--- src/rtl/rate_clk_pkg.sv ---
package rate_clk_pkg;

    localparam int CODE_W     = 2;
    localparam int NUM_RATES  = 1 << CODE_W;
    localparam int DIV_W      = NUM_RATES;
    localparam int WAIT_FALLS = 2;
    localparam int WCNT_W     = $clog2(WAIT_FALLS + 1);

    typedef logic [CODE_W-1:0] rate_code_t;
    typedef logic [DIV_W-1:0]  tap_vec_t;

    typedef enum logic [1:0] {
        SW_RUN   = 2'd0,
        SW_DRAIN = 2'd1,
        SW_WAIT  = 2'd2
    } sw_state_e;

    typedef struct packed {
        sw_state_e         state;
        rate_code_t        sel;
        logic [WCNT_W-1:0] falls;
    } sw_ctx_t;

    // Master cycles in one half period of a tap
    function automatic int half_cycles(input rate_code_t c);
        return 1 << c;
    endfunction

endpackage

--- src/rtl/rate_code_reg.sv ---
module rate_code_reg
    import rate_clk_pkg::*;
(
    input  logic       clk,
    input  logic       rst,
    input  rate_code_t bus_lo,
    input  logic       ld_stb,
    input  logic       wr_stb,
    input  logic       cs,
    output rate_code_t code_o
);
    logic load_ok;
    assign load_ok = ld_stb & wr_stb & ~cs;

    always_ff @(posedge clk) begin
        if (rst)          code_o <= '0;
        else if (load_ok) code_o <= bus_lo;
    end
endmodule

--- src/rtl/rate_tap_div.sv ---
module rate_tap_div
    import rate_clk_pkg::*;
(
    input  logic     clk,
    input  logic     rst,
    output tap_vec_t nxt_o,
    output tap_vec_t fall_o
);
    tap_vec_t cnt;

    assign nxt_o = cnt + 1'b1;

    // fall_o[k]: tap k goes from high to low at the coming edge
    for (genvar k = 0; k < DIV_W; k++) begin : g_fall
        assign fall_o[k] = cnt[k] & ~nxt_o[k];
    end

    always_ff @(posedge clk) begin
        if (rst) cnt <= '0;
        else     cnt <= nxt_o;
    end
endmodule

--- src/rtl/rate_switch.sv ---
module rate_switch
    import rate_clk_pkg::*;
(
    input  logic       clk,
    input  logic       rst,
    input  rate_code_t code_i,
    input  tap_vec_t   nxt_i,
    input  tap_vec_t   fall_i,
    output logic       rate_clk_o,
    output rate_code_t active_o,
    output logic       busy_o
);
    sw_ctx_t ctx, ctx_n;
    logic    out_n;

    always_comb begin
        ctx_n = ctx;
        out_n = 1'b0;
        unique case (ctx.state)
            SW_RUN: begin
                out_n = nxt_i[ctx.sel];
                if (code_i != ctx.sel) ctx_n.state = SW_DRAIN;
            end
            SW_DRAIN: begin
                out_n = nxt_i[ctx.sel];
                if (code_i == ctx.sel) begin
                    ctx_n.state = SW_RUN;
                end else if (fall_i[ctx.sel]) begin
                    out_n       = 1'b0;
                    ctx_n.sel   = code_i;
                    ctx_n.falls = '0;
                    ctx_n.state = SW_WAIT;
                end
            end
            SW_WAIT: begin
                if (code_i != ctx.sel) begin
                    ctx_n.sel   = code_i;
                    ctx_n.falls = '0;
                end else if (fall_i[ctx.sel]) begin
                    if (ctx.falls == WCNT_W'(WAIT_FALLS - 1)) ctx_n.state = SW_RUN;
                    else ctx_n.falls = ctx.falls + 1'b1;
                end
            end
            default: ctx_n.state = SW_RUN;
        endcase
    end

    always_ff @(posedge clk) begin
        if (rst) begin
            ctx.state  <= SW_RUN;
            ctx.sel    <= '0;
            ctx.falls  <= '0;
            rate_clk_o <= 1'b0;
        end else begin
            ctx        <= ctx_n;
            rate_clk_o <= out_n;
        end
    end

    assign active_o = ctx.sel;
    assign busy_o   = (ctx.state != SW_RUN);
endmodule

--- src/rtl/rate_clk_sel.sv ---
module rate_clk_sel
    import rate_clk_pkg::*;
(
    input  logic       clk,
    input  logic       rst,
    input  logic [1:0] bus_lo,
    input  logic       ld_stb,
    input  logic       wr_stb,
    input  logic       cs,
    output logic [1:0] rate_code,
    output logic       rate_clk
);
    tap_vec_t   tap_nxt, tap_fall;
    rate_code_t active_sel;
    logic       sw_busy;

    rate_code_reg u_reg (
        .clk(clk), .rst(rst), .bus_lo(bus_lo), .ld_stb(ld_stb),
        .wr_stb(wr_stb), .cs(cs), .code_o(rate_code)
    );

    rate_tap_div u_div (
        .clk(clk), .rst(rst), .nxt_o(tap_nxt), .fall_o(tap_fall)
    );

    rate_switch u_sw (
        .clk(clk), .rst(rst), .code_i(rate_code), .nxt_i(tap_nxt),
        .fall_i(tap_fall), .rate_clk_o(rate_clk), .active_o(active_sel),
        .busy_o(sw_busy)
    );
endmodule

--- config.mk ---
export PLATFORM = sky130hd
export DESIGN_NAME = rate_clk_sel
export DESIGN_NICKNAME = d
export VERILOG_FILES = /design/src/rtl/rate_clk_pkg.sv /design/src/rtl/rate_code_reg.sv /design/src/rtl/rate_tap_div.sv /design/src/rtl/rate_switch.sv /design/src/rtl/rate_clk_sel.sv
export SDC_FILE = /design/constraint.sdc
export NUM_CORES = 1
export LEC_CHECK = 0
export BUFFER_PORTS_ARGS = -buffer_cell sky130_fd_sc_hd__buf_2
export CORE_MARGIN = 4
export CORE_UTILIZATION = 47
export DETAILED_ROUTE_END_ITERATION = 10
export GPL_TIMING_DRIVEN = 0
export PLACE_DENSITY = 0.64
export SETUP_SLACK_MARGIN = 0.4
export SYNTH_ARGS = -nofsm -noshare
export SYNTH_HDL_FRONTEND = slang
export SYNTH_SLANG_ARGS = --single-unit
--- constraint.sdc ---
create_clock -name clk -period 2.78 [get_ports clk]
set_input_delay 0.695 -clock clk [delete_from_list [all_inputs] [get_ports clk]]
set_output_delay 0.695 -clock clk [all_outputs]
set_load 0.01 [all_outputs]
==> results.md <==
Logic synthesis:
- In the post-synthesis netlist, the cell with the most instances is sky130_fd_sc_hd__dfxtp_1.
- The mapped netlist covers 761 sq um.
- The async set-reset flop share out of synthesis is 0%.
- Among all flip-flop cells after synthesis, the most frequent one is sky130_fd_sc_hd__dfxtp_1.
- Yosys attributes the largest share of cell area to sky130_fd_sc_hd__dfxtp_1, sky130_fd_sc_hd__ha_1, sky130_fd_sc_hd__mux2i_1.
- The yosys synthesis warning count is 0.
- The number of enable flip-flop cells after synthesis is 0.
- The number of nets produced by synthesis is just over 90.
- A synthesized cell averages around 9.8 sq um.
- After synthesis the netlist holds a flip-flop and latch count of 13.
- By count the netlist is led by sky130_fd_sc_hd__dfxtp_1, sky130_fd_sc_hd__nor2_1, sky130_fd_sc_hd__ha_1.
- The cell taking the most area after synthesis is sky130_fd_sc_hd__dfxtp_1.
- Sequential cells were found to cover roughly a third of the synthesized design area.
- The fraction of synthesized cell area taken by the top area cell type is 34.2%.
- The cell count after synthesis came out at 78.
- The netlist uses 31 different library cells.

Pwr:
- The clock network burns 29.3% of the power.
- IR analysis of the VDD net gives a maximum drop of around 0.37 mV.
- The fraction of power consumed by combinational cells is 21.0%.
- Summed over all cells, the static leakage comes to 0.399 nW.
- Cell internal power was estimated by the tool at slightly below 0.3 mW.
- The power share of the sequential group is 49.7%.
- Net switching is 29.6% of the power.
- For this design the ratio of total power to cell area is 482 nW/um^2.
- The switching power total is 0.122 mW.

Clock tree:
- In this run the number of H-tree levels came out at 1.
- Clock-pin slew was measured on the worst setup and hold paths at 0.09 ns.
- In this run the deepest clock path goes through 2 buffers.
- CTS saw 13 sinks.
- The clock tree root buffer cell is sky130_fd_sc_hd__clkbuf_4.
- The number of gates resized after cts is 0.
- TritonCTS built the clock tree.
- The number of clock buffers inserted by TritonCTS is 3.
- Once the clock tree was built, the setup fixing pass inserted 0 buffers.
- At the later pin of the worst-skew pair, clock insertion delay measures 0.28 ns.
- The cts-stage hold buffer count is 0.

Cells and area:
- In the final layout, the share of cells above drive strength 1 is 24.2%.
- 0 antenna diodes ended up in the layout.
- Compared with the post-synthesis result, the final layout area differs by 12.2%.
- The final layout contains 107 nets.
- The area of all placed cells without fillers is 853 sq um.
- At the end of the flow the core is filled with cells to 56.0%.

Setup path:
- The worst setup path is of the reg -> reg kind.
- The startpoint identified for the worst register-to-register timing path is u_div.cnt[0].
- In this run the worst path has a maximum fanout of 6.
- The setup check on the worst reg-to-reg path leaves a slack of between 0.8 and 0.9 ns.
- The worst register-to-register path ends at u_sw.ctx[4].
- The cell count of the worst reg-to-reg path is 6.
- The worst setup path is launched from a flip-flop.
- Data on the critical path is required at its endpoint by 2.95 ns.
- STA classifies the critical path endpoint as a flip-flop.
- Data on the critical path arrives at its endpoint at 2.13 ns.

Drt:
- The final layout contains routed wiring with a total length of 1.30 mm.
- The detailed router finished its first iteration with 24 violations.
- For this run, design rule violations remaining after detail routing come to 0.
- In this run the remaining antenna-violating nets after routing total 0.
- The via count is 573.
- Dividing the detail-routed via count by the number of cells gives about 5.4.
- The wire length per cell is 12.2 um.
- The iteration count of the initial detailed-routing pass is 4.

Placement:
- At the end of routability-driven placement, the weighted congestion stood at 0.689.
- The post-detailed-placement cell area is 826 sq um.
- The quantity of I/O buffers inserted on ports is 9.
- The post-detailed-placement half-perimeter wirelength is 1.00 mm.

STA:
- The final hold violation count is 0.
- The clock arrives with 0.00699 ns of skew.
- Setup violations remaining at the end of the flow were counted as 0.
- Headroom to the max-slew limit came out at around two thirds.
- The maximum clock frequency is 512 MHz.
- After layout, the worst path uses between 70 and 80% of the clock period.
- Setup repair after global routing left no endpoint under its margin.
- The max-slew violation total from the final report is 0.
- The post-layout minimum cycle time is 1.95 ns.
- The transition time of the tightest slew-check pin is 0.516 ns.
- After routing, the total negative slack on setup checks comes to 0 ns.

Run:
- Across the run, the number of max-cap violations was 0.

Hold path:
- Counting instances, the worst hold path has a depth of 2.
- The path with the worst hold slack has its endpoint at u_sw.ctx[0].
- The start point of the worst min-delay path is u_sw.ctx[0].
- The worst min-delay path class is reg -> reg.

Floorplanning:
- The die is 48.2 um tall.
- The total core area is 1520 sq um.
- The number of cell rows is 14.
- 10 I/O pins were placed.
- Measured along the x axis, the die boundary spans 48.2 um.
- The die covers 2330 sq um.
- The effective utilization at floorplan is 49.9%.

Global route:
- The global-route wire length before repair is 2.31 mm.
- Global routing consumed, over all layers together, around 15% of the routing resources.
- The overflow left after global routing is 0.
- The initial antenna violation count is 0.
- The via count of the first global-routing pass is 564.
- The pin count of the biggest net entering global routing is 11.

Run status:
- The run finished with clean final reports.
[power groups by stage]
stage / Sequential (mW) / Combinational (mW) / Clock [mW]
3_5_place_dp: 0.209 / 0.0854 / 0
3_3_place_gp: 0.208 / 0.0852 / 0
6_report: 0.204 / 0.0863 / 0.120
2_1_floorplan: 0.208 / 0.0654 / 0
4_1_cts: 0.204 / 0.0859 / 0.124
5_1_grt: 0.206 / 0.0962 / 0.129
[worst max-delay path: stages (launching register included)]
cell and delay, ns:
sky130_fd_sc_hd__dfxtp_1 0.36, sky130_fd_sc_hd__ha_1 0.22, sky130_fd_sc_hd__ha_1 0.17, sky130_fd_sc_hd__mux4_2 0.52, sky130_fd_sc_hd__o221ai_1 0.33, sky130_fd_sc_hd__nand2_1 0.09
sky130_fd_sc_hd__o32ai_1 0.16
[layout by cell type, fill, tap and decap left out, types with 2 or more instances in the layout]
| cell type | n |
|---|---|
| sky130_fd_sc_hd__nor2b_1 | 3 |
| sky130_fd_sc_hd__xnor2_1 | 2 |
| sky130_fd_sc_hd__xor2_1 | 2 |
| sky130_fd_sc_hd__inv_1 | 7 |
| sky130_fd_sc_hd__nor2_1 | 9 |
| sky130_fd_sc_hd__mux2i_1 | 6 |
| sky130_fd_sc_hd__ha_1 | 8 |
| sky130_fd_sc_hd__buf_2 | 10 |
| sky130_fd_sc_hd__clkbuf_4 | 3 |
| sky130_fd_sc_hd__a21oi_1 | 3 |
| sky130_fd_sc_hd__nand2_1 | 3 |
| sky130_fd_sc_hd__buf_4 | 2 |
| sky130_fd_sc_hd__dfxtp_1 | 13 |
[worst max path at each step]
stage,from,end,depth (start not counted)
after detailed placement,u_div.cnt[0],u_sw.ctx[4],6
after global placement,u_div.cnt[0],u_sw.active_o[1],6
after CTS,u_div.cnt[0],u_sw.ctx[4],6
after floorplan,u_div.cnt[0],u_sw.active_o[0],6
final,u_div.cnt[0],u_sw.ctx[4],6
after global routing,u_div.cnt[0],u_sw.ctx[4],6
[kinds of logic (layout without fill, tap and decap cells)]
| family | Yosys count | after routing | synth area share [%] |
|---|---|---|---|
| simple gates | 19 | 19 | 11.7 |
| fa+ha+maj | 8 | 8 | 13.2 |
| mux | 8 | 8 | 12.7 |
| compound gates | 14 | 14 | 15.6 |
| buf+inv | 12 | 25 | 8.06 |
| flops | 13 | 13 | 34.2 |
| xor+xnor | 4 | 4 | 4.61 |
[area by class of cell]
| type | count | area [sq um] |
|---|---|---|
| Sequential cell | 13 | 260 |
| Tap cell | 16 | 20.0 |
| Buffer | 5 | 35.0 |
| Inverter | 7 | 26.3 |
| Clock inverter | 1 | 5.00 |
| Clock buffer | 3 | 22.5 |
| Timing Repair Buffer | 9 | 45.0 |
| Multi-Input combinational cell | 53 | 439 |
| Fill cell | 150 | 671 |
[through the flow]
stage | hold WS (ns) | power (mW) | cells | setup WS (ns)
2_1_floorplan | 0.449 | 0.273 | 78 | 1.00
3_3_place_gp | 0.472 | 0.293 | 103 | 0.892
3_5_place_dp | 0.479 | 0.294 | 103 | 0.841
4_1_cts | 0.491 | 0.415 | 107 | 0.820
5_1_grt | 0.518 | 0.431 | 107 | 0.654
6_report | 0.485 | 0.411 | 107 | 0.826
[per-layer routing]
| layer | GRT usage [%] | wire length (um) | part of all wire, % | vias up |
|---|---|---|---|---|
| met5 | 0 | 0 | 0 | - |
| met4 | 8.06 | 16 | 1.2 | 0 |
| met3 | 2.58 | 70 | 5.4 | 2 |
| met2 | 23.4 | 622 | 48 | 16 |
| met1 | 18.2 | 593 | 46 | 256 |
| li1 | - | - | - | 299 |
[sequential cells by signal (all words and copies together) (netlist names)]
signal / count
u_div.cnt: 4
u_sw.ctx: 4
u_sw.active_o: 2
u_reg.code_o: 2
u_sw.rate_clk_o: 1
(Power assumes the default switching activity.)
